===== config.mk =====
export PLATFORM = sky130hd
export DESIGN_NAME = tmr_ccp_pair
export DESIGN_NICKNAME = d
export VERILOG_FILES = /design/src/rtl/tmr_ccp_pkg.sv /design/src/rtl/tmr_ccp_edge.sv /design/src/rtl/tmr_ccp_chan.sv /design/src/rtl/tmr_ccp_pair.sv
export SDC_FILE = /design/constraint.sdc
export NUM_CORES = 1
export LEC_CHECK = 0
export CORE_MARGIN = 2
export CORE_UTILIZATION = 40
export DETAILED_ROUTE_END_ITERATION = 16
export DONT_BUFFER_PORTS = 1
export GPL_ROUTABILITY_DRIVEN = 0
export HOLD_SLACK_MARGIN = 0.12
export PLACE_DENSITY = 0.51
export SKIP_CTS_REPAIR_TIMING = 1
export SLEW_MARGIN = 20
export SYNTH_ARGS = -nofsm -noshare
export SYNTH_HDL_FRONTEND = slang
export SYNTH_SLANG_ARGS = --single-unit

===== constraint.sdc =====
create_clock -name clk_i -period 3.15 [get_ports clk_i]
set_input_delay 0.4725 -clock clk_i [delete_from_list [all_inputs] [get_ports clk_i]]
set_output_delay 0.4725 -clock clk_i [all_outputs]
set_load 0.01 [all_outputs]

===== src/rtl/tmr_ccp_pkg.sv =====
package tmr_ccp_pkg;
  typedef struct packed {
    logic       cap;  // 1: capture register
    logic       sel;  // compare: initial level, capture: cascade source
    logic [1:0] low;
  } io_field_t;

  function automatic logic cmp_out_en(io_field_t f);
    return !f.cap && (f.low != 2'b00);
  endfunction
endpackage


===== src/rtl/tmr_ccp_edge.sv =====
module tmr_ccp_edge #(
  parameter int STAGES = 2
) (
  input  logic clk_i,
  input  logic rst_ni,
  input  logic d_i,
  output logic rise_o,
  output logic fall_o
);
  localparam int LEN = STAGES + 1;
  logic [LEN-1:0] sh_q;

  always_ff @(posedge clk_i or negedge rst_ni) begin
    if (!rst_ni) sh_q <= '0;
    else         sh_q <= {sh_q[LEN-2:0], d_i};
  end

  assign rise_o = sh_q[LEN-2] & ~sh_q[LEN-1];
  assign fall_o = ~sh_q[LEN-2] & sh_q[LEN-1];
endmodule


===== src/rtl/tmr_ccp_chan.sv =====
module tmr_ccp_chan
  import tmr_ccp_pkg::*;
#(
  parameter int CNT_W       = 8,
  parameter int SYNC_STAGES = 2
) (
  input  logic             clk_i,
  input  logic             rst_ni,
  input  io_field_t        field_i,
  input  logic             ctrl_we_i,
  input  io_field_t        field_d_i,
  input  logic             buf_i,
  input  logic [CNT_W-1:0] cnt_i,
  input  logic             pin_i,
  input  logic             cas_evt_i,
  input  logic             gr_we_i,
  input  logic [CNT_W-1:0] gr_wdata_i,
  input  logic             flag_clr_i,
  output logic [CNT_W-1:0] gr_o,
  output logic             flag_o,
  output logic             cmp_pin_o,
  output logic             cmp_oe_o
);
  logic [CNT_W-1:0] gr_q;
  logic flag_q, pin_q;
  logic rise, fall, pin_evt, cap_evt, match, oe;

  tmr_ccp_edge #(.STAGES(SYNC_STAGES)) u_edge (
    .clk_i (clk_i),
    .rst_ni(rst_ni),
    .d_i   (pin_i),
    .rise_o(rise),
    .fall_o(fall)
  );

  always_comb begin
    unique case (field_i.low)
      2'b00:   pin_evt = rise;
      2'b01:   pin_evt = fall;
      default: pin_evt = rise | fall;
    endcase
  end

  assign cap_evt = !buf_i && field_i.cap && (field_i.sel ? cas_evt_i : pin_evt);
  assign match   = !buf_i && !field_i.cap && (cnt_i == gr_q);
  assign oe      = !buf_i && cmp_out_en(field_i);

  always_ff @(posedge clk_i or negedge rst_ni) begin
    if (!rst_ni)      gr_q <= '0;
    else if (cap_evt) gr_q <= cnt_i;
    else if (gr_we_i) gr_q <= gr_wdata_i;
  end

  always_ff @(posedge clk_i or negedge rst_ni) begin
    if (!rst_ni)                flag_q <= 1'b0;
    else if (match || cap_evt)  flag_q <= 1'b1;
    else if (flag_clr_i)        flag_q <= 1'b0;
  end

  always_ff @(posedge clk_i or negedge rst_ni) begin
    if (!rst_ni) begin
      pin_q <= 1'b0;
    end else if (ctrl_we_i && !buf_i && cmp_out_en(field_d_i)) begin
      pin_q <= field_d_i.sel;
    end else if (match && oe) begin
      unique case (field_i.low)
        2'b01:   pin_q <= 1'b0;
        2'b10:   pin_q <= 1'b1;
        default: pin_q <= ~pin_q;
      endcase
    end else if (!oe) begin
      pin_q <= 1'b0;
    end
  end

  assign gr_o      = gr_q;
  assign flag_o    = flag_q;
  assign cmp_oe_o  = oe;
  assign cmp_pin_o = oe & pin_q;
endmodule


===== src/rtl/tmr_ccp_pair.sv =====
module tmr_ccp_pair
  import tmr_ccp_pkg::*;
#(
  parameter int CNT_W       = 8,
  parameter int SYNC_STAGES = 2
) (
  input  logic             clk_i,
  input  logic             rst_ni,
  input  logic [CNT_W-1:0] cnt_i,
  input  logic             cas_tick_i,
  input  logic [2:0]       cas_psc_i,
  input  logic [1:0]       buf_en_i,
  input  logic [1:0]       cap_pin_i,
  input  logic             we_i,
  input  logic [1:0]       addr_i,
  input  logic [CNT_W-1:0] wdata_i,
  output logic [CNT_W-1:0] rdata_o,
  output logic [1:0]       flag_o,
  output logic [1:0]       cmp_pin_o,
  output logic [1:0]       cmp_oe_o
);
  localparam int N_REG  = 2;
  localparam int FLD_W  = 4;
  localparam int CTRL_W = N_REG * FLD_W;

  logic [CTRL_W-1:0] ctrl_q;
  logic              ctrl_we, cas_evt;
  logic [CNT_W-1:0]  gr [N_REG];

  assign ctrl_we = we_i && (addr_i == 2'd0);
  // an undivided neighbour clock gives no usable cascade events
  assign cas_evt = cas_tick_i && (cas_psc_i != 3'b000);

  always_ff @(posedge clk_i or negedge rst_ni) begin
    if (!rst_ni)      ctrl_q <= '0;
    else if (ctrl_we) ctrl_q <= wdata_i[CTRL_W-1:0];
  end

  for (genvar i = 0; i < N_REG; i++) begin : g_ch
    tmr_ccp_chan #(.CNT_W(CNT_W), .SYNC_STAGES(SYNC_STAGES)) u_ch (
      .clk_i     (clk_i),
      .rst_ni    (rst_ni),
      .field_i   (io_field_t'(ctrl_q[i*FLD_W +: FLD_W])),
      .ctrl_we_i (ctrl_we),
      .field_d_i (io_field_t'(wdata_i[i*FLD_W +: FLD_W])),
      .buf_i     (buf_en_i[i]),
      .cnt_i     (cnt_i),
      .pin_i     (cap_pin_i[i]),
      .cas_evt_i (cas_evt),
      .gr_we_i   (we_i && (addr_i == 2'(2 + i))),
      .gr_wdata_i(wdata_i),
      .flag_clr_i(we_i && (addr_i == 2'd1) && !wdata_i[i]),
      .gr_o      (gr[i]),
      .flag_o    (flag_o[i]),
      .cmp_pin_o (cmp_pin_o[i]),
      .cmp_oe_o  (cmp_oe_o[i])
    );
  end

  always_comb begin
    unique case (addr_i)
      2'd0:    rdata_o = CNT_W'(ctrl_q);
      2'd1:    rdata_o = CNT_W'(flag_o);
      2'd2:    rdata_o = gr[0];
      default: rdata_o = gr[1];
    endcase
  end
endmodule


==> summary.txt <==
Logic synthesis
  – Synth Area per Inst: 9.89 um^2
  – Ys flop type: dfrtp_1
  – Yosys top cell area share: 41.0%
  – Post-Synthesis Cells: 210
  – Yosys warnings: 0
  – Post-synth top area cell: dfrtp_1
  – Post-synth top cells: dfrtp_1, mux2i_1, nor2_1, a21oi_1, xnor2_1
  – Synthesized net count: 249
  – Yosys cell types: 32
  – Fraction of the mapped netlist area in simple logic gates: 13.1%
  – Async SR Flop Fraction: 100%
  – Post-synth EDFFs: 0
  – Synth top area cells: dfrtp_1, mux2i_1, ha_1
  – Complex-gate fraction of the synthesized area: 11.7%
  – Largest family of logic cells by synthesized area: multiplexers
  – Area of the mapped netlist: 0.00208 mm^2
  – Adder-Cell Fraction of Synth Area: 6.02%
  – Most common cell in the synthesized netlist: dfrtp_1
  – Mux contribution to synthesized area: 15.9%
  – Synth Register Bits: 34
  – Fraction of synthesized cell area in xor and xnor cells: 6.75%
  – Post-synthesis sequential area ratio: 41.0%

Timing
  – Count of final setup violators: 0
  – Tcrit/Tclk final: 69.9%
  – Post-route setup slack: 0.948 ns
  – Worst-margin pin slew: 0.842 ns
  – Tmin final: 2.20 ns
  – Skew final: 0.00945 ns
  – TNS Setup: 0 ns
  – Fin. Hold Viols: 0
  – Max-slew violations: 0
  – Worst slew margin: 43.8%
  – Fmax: 0.454 GHz
  – RSZ-0062 raised after global routing: false

Cells and area
  – Nets@finish: 246
  – Fin cells: 277
  – Area Overhead vs Synth: 5.96%
  – Design Area, Final: 0.00220 mm^2
  – Filler cells: 535
  – Multi-input gate area: 0.00111 mm^2
  – Diode count: 0
  – Layout cells sized above 1: 7.25%
  – Register area: 851 um^2

Run
  – Max-cap violations: 0

Clocking
  – Clk buf depth: 2
  – CTS tree: built
  – Htree depth: 2
  – CTS Sinks: 34
  – CTS Buf Count: 5
  – Clock transition at path regs: 0.07 ns
  – Root buffer cell: clkbuf_8
  – Worst skew pair latency: 0.29 ns

Die
  – # rows: 26
  – Core box area: 0.00507 mm^2
  – Chip height: 76.1 um
  – Top-level I/O count: 43
  – Die ar.: 0.00579 mm^2
  – Initial Util: 40.9%
  – Die width: 76.1 um

Global routing
  – Initial antenna violation count: 0
  – Largest net degree at the start of global routing: 35
  – Number of global-route vias before repair: 1611
  – GRT Total Usage: 18.9%
  – Total grt overflow: 0
  – First-pass GRT wire length: 8.67 mm

Power and ir drop
  – Power per Cell Area: 637 mW/mm^2
  – Power Total: 0.00140 W
  – Leak: 0.996 nW
  – Max VDD drop: 232 uV

Critical path
  – CP Class: flop to flop
  – Worst-path fanout max: 17
  – Worst EP required: 3.25 ns
  – Startpoint types: flop
  – WP data arrival: 2.30 ns
  – CP cell instances: inv_1 -> ha_1 -> nor3_1 -> a221o_1 -> o2111ai_2 -> o311ai_1
  – Critical Path Sink Type: flop
  – CP max stage delay: 0.68 ns
  – CP max-delay cell: o2111ai_2

Detailed routing
  – DR WL/cell: 18.9 um
  – 1st-iter DRT viols: 54
  – Vias: 1528
  – WL final: 5.23 mm
  – Post-route DRC: 0
  – Final ANT Viol Nets: 0
  – Avg Vias per Cell: 5.52
  – Pre-antenna DRT Iters: 4

Run status
  – Status: complete, no violations

Placement
  – DP Worst Slack: 0.926 ns
  – Placed cell areas: 0.00209 mm^2
  – Input/output buffers: 0
  – DP Wirelength: 3.83 mm
  – Cells after DPL: 268

Min path
  – Worst Hold Class: input pin to flop
## area by class of cell
class	count	area share, %
multi-input combinational	152	50.5
sequential	34	38.7
tap	70	3.98
clock buffer	7	3.47
inverter	12	2.05
timing repair buffer	2	1.36
## routing by layer
metal,vias up,routed length (um),global-route usage [%],part of all wire [%]
met1,759,2240,24.5,43
met3,5,353,6.16,6.8
met5,-,0,0,0
li1,720,-,-,-
met4,0,44,3.82,0.84
met2,44,2580,31.1,49
## worst paths after layout
check	start	to	slack, ns	depth (start not counted)
max	ctrl_q[5]	g_ch[1].u_ch.flag_o	0.95	6
min	cap_pin_i[1]	g_ch[1].u_ch.u_edge.sh_q[0]	0.21	0
max reg2reg	ctrl_q[5]	g_ch[1].u_ch.flag_o	0.95	6
min reg2reg	g_ch[1].u_ch.u_edge.sh_q[0]	g_ch[1].u_ch.u_edge.sh_q[1]	0.35	0
max in group asynchronous	rst_ni	g_ch[0].u_ch.gr_o[4]	2.32	2
min in group asynchronous	rst_ni	g_ch[0].u_ch.pin_q	0.64	2
## cells by family after synthesis
family,after synthesis
AOI/OAI and AO/OA,39
xor gates and xnor gates,16
adders and majority gates,10
buffers and inverters,24
DFF,34
muxes,30
and+or+nand+nor,57
## layout by cell type (no fill, tap or decap)
| cell | synthesis | routed |
|---|---|---|
| a2111oi_1 | 1 | 1 |
| a21oi_1 | 17 | 17 |
| a221o_1 | 2 | 2 |
| a32o_1 | 1 | 1 |
| and2_1 | 3 | 3 |
| buf_12 | 0 | 1 |
| clkbuf_1 | 3 | 2 |
| clkbuf_8 | 0 | 5 |
| dfrtp_1 | 34 | 34 |
| dlygate4sd3_1 | 0 | 1 |
| ha_1 | 10 | 10 |
| inv_1 | 12 | 12 |
| mux2_2 | 4 | 4 |
| mux2i_1 | 24 | 24 |
| mux4_2 | 2 | 2 |
| nand2_1 | 13 | 13 |
| nand3_1 | 4 | 4 |
| nand3b_1 | 2 | 2 |
| nand4_1 | 2 | 2 |
| nor2_1 | 20 | 20 |
| nor2b_1 | 1 | 1 |
| nor3_1 | 6 | 6 |
| nor3b_2 | 1 | 1 |
| o2111ai_2 | 2 | 2 |
| o21ai_0 | 13 | 13 |
| o22ai_1 | 1 | 1 |
| o311ai_1 | 1 | 1 |
| o31ai_1 | 1 | 1 |
| or3_1 | 4 | 4 |
| or3b_1 | 1 | 1 |
| xnor2_1 | 14 | 14 |
| xor2_1 | 2 | 2 |
## critical path, delay by kind of cell, from the launching register on
family	cells	cell delay (ns)
compound gates	3	1.20
flops	1	0.41
fa+ha+maj	1	0.22
buf+inv	1	0.11
simple gates	1	0.07
## sequential cells by signal, indices dropped and copies added, names as in the netlist
signal                 count
g_ch.u_ch.flag_o           2
g_ch.u_ch.pin_q            2
g_ch.u_ch.gr_o            16
g_ch.u_ch.u_edge.sh_q      6
ctrl_q                     8
## stage by stage
stage          util [%]  hold slack (ns)
4_1_cts            42.8           -0.133
6_report           43.4            0.210
3_3_place_gp       41.3            0.178
5_1_grt            43.4            0.190
2_1_floorplan         -            0.177
3_5_place_dp       41.3            0.178
## power by group
group	internal [W]	switching [W]	total, W
logic	0.000206	0.000211	0.000417
clock network	0.000152	0.000157	0.000309
registers	0.000553	0.000124	0.000677
total	0.000911	0.000492	0.00140
No activity file was read; power rests on OpenSTA's default activity.
